File: config.mk
export PLATFORM = sky130hd
export DESIGN_NAME = xpose_addr_gen
export DESIGN_NICKNAME = d
export VERILOG_FILES = /design/src/rtl/xpose_addr_gen.sv
export SDC_FILE = /design/constraint.sdc
export NUM_CORES = 1
export LEC_CHECK = 0
export ABC_CLOCK_PERIOD_IN_PS = 2700
export BUFFER_PORTS_ARGS = -buffer_cell sky130_fd_sc_hd__buf_2
export CAP_MARGIN = 20
export CORE_MARGIN = 3
export CORE_UTILIZATION = 54
export DETAILED_ROUTE_END_ITERATION = 16
export GPL_ROUTABILITY_DRIVEN = 0
export PLACE_DENSITY = 0.84
export SETUP_SLACK_MARGIN = 0.1
export SYNTH_ARGS = -nofsm -noshare
export SYNTH_HDL_FRONTEND = slang
export SYNTH_SLANG_ARGS = --single-unit
File: constraint.sdc
create_clock -name clk -period 2.7 [get_ports clk]
set_input_delay 0.27 -clock clk [delete_from_list [all_inputs] [get_ports clk]]
set_output_delay 0.27 -clock clk [all_outputs]
set_load 0.005 [all_outputs]
File: src/rtl/xpose_addr_gen.sv
module xpose_addr_gen #(
  parameter int LOG_W = 7,
  parameter int LOG_H = 7,
  parameter int LEN_W = 16
) (
  input  logic                       clk,
  input  logic                       rst_n,
  input  logic                       start_i,
  input  logic                       mode_i,
  input  logic [LOG_W-1:0]           x_i,
  input  logic [LOG_H-1:0]           y_i,
  input  logic [LEN_W-1:0]           len_i,
  input  logic                       gen_en_i,
  output logic                       valid_o,
  output logic [2:0]                 bank_o,
  output logic [LOG_W+LOG_H-14:0]    row_o,
  output logic [9:0]                 col_o,
  output logic                       done_o
);
  localparam int TILE_L = 5;
  localparam int BX_W   = LOG_W - TILE_L;
  localparam int BY_W   = LOG_H - TILE_L;
  localparam int TI_W   = BX_W + BY_W;

  logic            mode_q;
  logic [3:0]      k_q, k_n;
  logic [2:0]      g_q, g_n;
  logic [BX_W-1:0] bx_q, bx_n;
  logic [BY_W-1:0] by_q, by_n;
  logic [LEN_W-1:0] rem_q;

  logic [TI_W-1:0] tile;
  logic [9:0]      col_c;
  logic            go;
  logic            unused_bits;

  assign tile  = {by_q, bx_q};
  assign col_c = mode_q ? {k_q, g_q, 3'b000} : {g_q, k_q, 3'b000};
  assign go    = gen_en_i && !start_i && (rem_q != '0);
  assign unused_bits = ^{x_i[1:0], y_i[1:0]};

  always_comb begin
    k_n  = k_q + 4'd1;
    g_n  = g_q;
    bx_n = bx_q;
    by_n = by_q;
    if (k_q == 4'd15) begin
      if (!mode_q) begin
        bx_n = bx_q + BX_W'(1);
        if (&bx_q) begin
          g_n = g_q + 3'd1;
          if (g_q == 3'd7) by_n = by_q + BY_W'(1);
        end
      end else begin
        by_n = by_q + BY_W'(1);
        if (&by_q) begin
          g_n = g_q + 3'd1;
          if (g_q == 3'd7) bx_n = bx_q + BX_W'(1);
        end
      end
    end
  end

  always_ff @(posedge clk) begin
    if (!rst_n) begin
      mode_q  <= 1'b0;
      k_q     <= '0;
      g_q     <= '0;
      bx_q    <= '0;
      by_q    <= '0;
      rem_q   <= '0;
      valid_o <= 1'b0;
      bank_o  <= '0;
      row_o   <= '0;
      col_o   <= '0;
      done_o  <= 1'b0;
    end else if (start_i) begin
      mode_q  <= mode_i;
      k_q     <= '0;
      g_q     <= mode_i ? x_i[4:2] : y_i[4:2];
      bx_q    <= x_i[LOG_W-1:TILE_L];
      by_q    <= y_i[LOG_H-1:TILE_L];
      rem_q   <= len_i;
      valid_o <= 1'b0;
      done_o  <= (len_i == '0);
    end else begin
      valid_o <= go;
      if (go) begin
        bank_o <= tile[2:0];
        row_o  <= tile[TI_W-1:3];
        col_o  <= col_c;
        k_q    <= k_n;
        g_q    <= g_n;
        bx_q   <= bx_n;
        by_q   <= by_n;
        rem_q  <= rem_q - LEN_W'(1);
        if (rem_q == LEN_W'(1)) done_o <= 1'b1;
      end
    end
  end

  AST_START_DROPS_REQ: assert property (@(posedge clk) disable iff (!rst_n)
    start_i |=> !valid_o);
  AST_VALID_NEEDS_REQ: assert property (@(posedge clk) disable iff (!rst_n)
    valid_o |-> ($past(gen_en_i) && !$past(start_i)));
  AST_IDLE_NO_VALID: assert property (@(posedge clk) disable iff (!rst_n)
    (done_o && !start_i) |=> !valid_o);
  AST_LINE_STRIDE: assert property (@(posedge clk) disable iff (!rst_n)
    (valid_o && $past(valid_o) && !mode_q && $past(col_o[6:3]) != 4'd15)
      |-> (col_o == $past(col_o) + 10'd8 && bank_o == $past(bank_o) && row_o == $past(row_o)));
  AST_COLUMN_STRIDE: assert property (@(posedge clk) disable iff (!rst_n)
    (valid_o && $past(valid_o) && mode_q && $past(col_o[9:6]) != 4'd15)
      |-> (col_o == $past(col_o) + 10'd64 && bank_o == $past(bank_o) && row_o == $past(row_o)));
  AST_DONE_HOLDS: assert property (@(posedge clk) disable iff (!rst_n)
    (done_o && !start_i) |=> done_o);
endmodule

==> impl_metrics.toml, run 1 <==
[outcome]
status = "finished, final reports clean"

[synthesis]
synth_commonest_cells = "dfxtp_1 (41), o21ai_0 (26), a21oi_1 (24)"
ys_ff_latch = 41
synthDominantCellAreaShare_pct = 35.4
synth_area_um2 = 2320
syn-instance-count = 278
synth_edf_count = 0
synthTopCellsByArea = "dfxtp_1 (35%), mux2i_1 (6.9%), o21ai_0 (5.6%)"
synth.distinct_cells = 45
synth_top_area_cell = "dfxtp_1"
yosysWarnings = 0
synth.most_common_cell = "dfxtp_1"
syn_avg_cell_area_um2 = 8.34
async_flop_share_pct = 0
yosysSeqAreaShare_pct = 35.4
synth_ff_type = "dfxtp_1"

[floorplan]
fp.dieH_um = 71.5
ioPinCount = 51
coreArea_um2 = 4090
initial_core_util_pct = 56.8
fp-row-count = 23
dieArea_um2 = 5120
die_w_um = 71.5

[route]
wl_mm = 5.88
wl_per_cell_um = 16.2
drc = 0
drt_iter0_markers = 207
antenna_left = 0
num_vias = 2342
drt-vias-per-instance = 6.47
drtPass1Iterations = 5

[worst_setup_path]
max_stage_delay_ns = 0.59
path_buf_inv = 1
path_delay_family = "simple AND/OR/NAND/NOR gates"
crit_start = "rem_q[0]"
worstPathMaxFanout = 16
cp-start-kind = "register"
worst_r2r_startpoint = "rem_q[0]"
crit_arrival_ns = 2.50
cp-end-kind = "register"
path_class = "register to register"
crit_chain = "inv_1 -> ha_1 -> nor3b_1 -> and4_1 -> nor2_1 -> a211oi_1"
crit_path_top_delay_cell = "and4_1"
worst-endpoint-required_ns = 2.91

[sta]
worst_pin_slew_ns = 0.733
hold_ws_ns = 0.240
max_slew_margin_pct = 50.9
drv_slew = 0
grt_setup_unrepaired = "no"
skew_ns = 0.00838
fin_crit_sh_pct = 84.8
fin_setup_tns_ns = 0
setup_ws_ns = 0.410
fin_crit_ns = 2.29
setup_viol = 0
finalHoldViolations = 0
fmax_mhz = 437

[global_route]
antenna_found_initial = 0
grt_usage_pct = 23.9
grt_pass1_vias = 2057
grt_max_degree = 31
overflow = 0
grt_pass1_wl_mm = 9.73

[power]
cellLeakagePower_nw = 1.03
ir_drop_v = 0.000238
total_power_mw = 1.46
power_density_nw_per_um2 = 553

[clocking]
insertion_delay_ns = 0.31
cts_num_sinks = 41
cts_setup_buffers = 0
clockRootBuffer = "clkbuf_8"
clk_pin_slew_worst_paths_ns = 0.08
cts_buffer_depth = 2
cts_made_buffers = 5
ctsResizeCount = 0
htreeDepth = 2
cts_hold_buf = 0
cts_tree = "built"

[hold_path]
hold_path.class = "input pin to register"
worstHoldStart = "len_i[3]"

[placement]
dp.cells = 354
placed_area_um2 = 2520
io_buffers = 43
dp_hpwl_mm = 4.08
dp_slack_ns = 0.511

[finish]
drive_above_1_share_pct = 20.2
fin_nets = 353
synthToLayoutAreaGrowth_pct = 13.8
final_cells = 362
antennaDiodeCount = 0
final_core_util_pct = 64.6
fin_area_um2 = 2640
fill_cells = 346

[run]
drv_cap = 0
[flip-flops by register name, summed over array words and instances (netlist names)]
register	cells
bank_o	3
bx_q	2
by_q	2
col_o	7
done_o	1
g_q	3
k_q	4
mode_q	1
rem_q	16
row_o	1
valid_o	1
[where the power goes]
group / leakage, nW / switching, mW / internal (mW)
registers: 0.338 / 0.0441 / 0.644
clock network: 0.0574 / 0.223 / 0.301
logic: 0.634 / 0.145 / 0.105
[tightest hold or removal path, cell delays in order]
cell     delay (ns)
buf_2          0.09
o21ai_0        0.06
a21oi_1        0.10
[cells by family (layout without fill, tap and decap cells)]
family / after synthesis / after routing / share of synthesized area [%]
compound gates: 94 / 94 / 25.2
fa+ha+maj: 7 / 7 / 3.78
buf+inv: 31 / 63 / 6.09
flops: 41 / 41 / 35.4
mux: 17 / 17 / 7.39
other cells: 1 / 3 / 0.162
simple gates: 87 / 87 / 22.0
[metal layers]
metal	global-route usage [%]	part of all wire, %
met1	32.7	44
met4	9.60	2.5
met3	5.05	8.0
met5	0	0
met2	36.6	46
[final timing paths]
path,end,slack (ns),depth (start not counted)
min reg2reg,bank_o[1],0.47,2
max reg2reg,col_o[5],0.41,6
max,col_o[5],0.41,6
min,rem_q[3],0.24,3
[cell usage in the layout (no fill, tap or decap), types with 2 or more instances in the layout]
cell type,n
a31oi_1,9
or4_1,8
a21oi_1,24
ha_1,7
conb_1,3
dfxtp_1,41
buf_2,43
nand4_1,4
o311a_1,3
nor2_1,14
mux2i_1,16
nor3_1,3
o31ai_1,6
or3_1,5
nor2b_1,2
o31a_1,2
or4_2,2
a41oi_1,2
inv_1,9
buf_4,3
nand2_1,12
nor4_1,9
nand3_1,13
a211oi_1,16
clkbuf_8,6
o21ai_0,26
o211ai_1,4
nand2b_1,4
[area by class of cell]
class / count / area (um^2) / share of cell area, %
Multi-Input combinational cell: 208 / 1370 / 51.7
Tap cell: 50 / 62.6 / 2.37
Timing Repair Buffer: 46 / 238 / 9.00
Clock inverter: 2 / 37.5 / 1.42
Clock buffer: 6 / 82.6 / 3.13
Inverter: 9 / 33.8 / 1.28
Sequential cell: 41 / 821 / 31.1
(Power assumes the default switching activity.)
==> run 2: changes to the inputs <==
- ABC_CLOCK_PERIOD_IN_PS: 2700 -> 2000
- CORE_UTILIZATION: 54 -> 49
- PLACE_DENSITY: 0.84 -> 0.81
- clock period: 2.7 -> 2 ns (I/O delays scaled with it)
==> run 2 against run 1 <==
Maximum frequency is 17% higher. Largest cell class unchanged. Critical endpoint is now rem_q[13]. Non-clock buffer count is 18 higher. First-iteration DRC count rose by 2.4%.
==> impl_metrics.toml, run 2 (synthesis gave the netlist of run 1 again) <==
[sta]
setup_viol = 0
drv_slew = 0
fin_setup_tns_ns = 0
finalHoldViolations = 0
fin_crit_sh_pct = 97.8
grt_setup_unrepaired = "yes"
fin_crit_ns = 1.96
fmax_mhz = 511
skew_ns = 0.00729
hold_ws_ns = 0.177

[finish]
final_common_cell = "buf_2"
top_regs = "rem_q: 16 flops, col_o: 7 flops, k_q: 4 flops"
top_register = "rem_q"
mostFrequentLayoutCells = "buf_2 (43), dfxtp_1 (37), o21ai_0 (26)"
synthToLayoutAreaGrowth_pct = 21.8
largest_reg_flops = 16
antennaDiodeCount = 0
drive_above_1_share_pct = 28.2
fin_nets = 371
fill_cells = 375

[global_route]
grt_pass1_vias = 2083
antenna_found_initial = 0
overflow = 0
grt_pass1_wl_mm = 9.73
grt_max_degree = 31
grt_usage_pct = 22.1

[clocking]
clockRootBuffer = "clkbuf_8"
htreeDepth = 2
cts_buffer_depth = 2
cts_made_buffers = 5
cts_tree = "built"
clk_pin_slew_worst_paths_ns = 0.09
insertion_delay_ns = 0.30
cts_num_sinks = 41

[floorplan]
fp.dieH_um = 74.8
die_w_um = 74.8
dieArea_um2 = 5600
fp-row-count = 24
initial_core_util_pct = 51.8
ioPinCount = 51
coreArea_um2 = 4470

[route]
drt_iter0_markers = 212
wl_mm = 6.09
drtPass1Iterations = 4
antenna_left = 0
drt-vias-per-instance = 6.24
num_vias = 2385
drc = 0
wl_per_cell_um = 15.9

[worst_setup_path]
crit_arrival_ns = 2.19
endpoint = "rem_q[13]"
worst-endpoint-required_ns = 2.23
r2r_end = "rem_q[13]"
path_class = "register to register"
worstPathMaxFanout = 3
cp-end-kind = "register"
cp-start-kind = "register"
reg2reg_depth = 4
crit_start = "rem_q[9]"
worst_r2r_startpoint = "rem_q[9]"
reg2reg_slack_ns = 0.04

[power]
power_density_nw_per_um2 = 713
ir_drop_v = 0.000330
cellLeakagePower_nw = 1.13
total_power_mw = 2.02

[placement]
dp_hpwl_mm = 4.31
io_buffers = 43

[outcome]
status = "finished, final reports clean"

[hold_path]
hold_path.class = "input pin to register"

[run]
drv_cap = 0
## run 2: metrics by stage
step           area (um^2)  cells  setup slack, ns  utilization, %
5_1_grt               2830    382           0.0145            63.1
4_1_cts               2770    380           0.0165            61.9
2_1_floorplan         2330    280           0.0983               -
3_3_place_gp          2640    372            0.115            59.1
3_5_place_dp          2640    372           0.0127            59.1
6_report              2830    382           0.0448            63.1
## run 2: worst min path at each step
stage                     startpoint         to  cells past startpoint
final                       len_i[1]   rem_q[1]                      3
after global routing        len_i[2]   rem_q[2]                      3
after CTS                   len_i[1]   rem_q[1]                      3
after detailed placement   bank_o[0]  bank_o[0]                      2
after global placement         row_o      row_o                      2
after floorplan               mode_i     mode_q                      2
## run 2: timing repair
action                     in CTS  in global routing
gates resized for setup         4                 11
setup endpoints to repair      14                 25
gates cloned                    0                  0
pin swaps                       1                  5
setup buffers                   0                  2
hold buffers                    0                  0
## run 2: area by class of cell
cell class	instances	area, um^2	share of cell area, %
clock buffers	5	68.8	2.44
clock inverters	3	46.3	1.64
inverters	9	33.8	1.20
multi-input cells	208	1410	49.9
flip-flops and latches	41	828	29.3
well taps	52	65.1	2.30
repair buffers	64	373	13.2
## run 2: power breakdown
group | internal [mW] | total [mW] | switching [mW] | leakage, nW
Clock | 0.374 | 0.685 | 0.312 | 0.0543
Combinational | 0.186 | 0.400 | 0.213 | 0.731
Sequential | 0.870 | 0.930 | 0.0608 | 0.340
Total | 1.43 | 2.02 | 0.586 | 1.13
## run 2: critical path, cell delays in order (launching register included)
cell and delay, ns:
dfxtp_4 0.36, or4_4 0.55, or4_4 0.43, or4_1 0.42
a31oi_1 0.13
## run 2: routing by layer
metal / up-vias / global-route usage, % / routed length [um]
li1: 1164 / - / -
met2: 88 / 36.0 / 2900
met3: 6 / 4.27 / 367
met1: 1127 / 30.0 / 2770
met4: 0 / 6.13 / 48
met5: - / 0 / 0
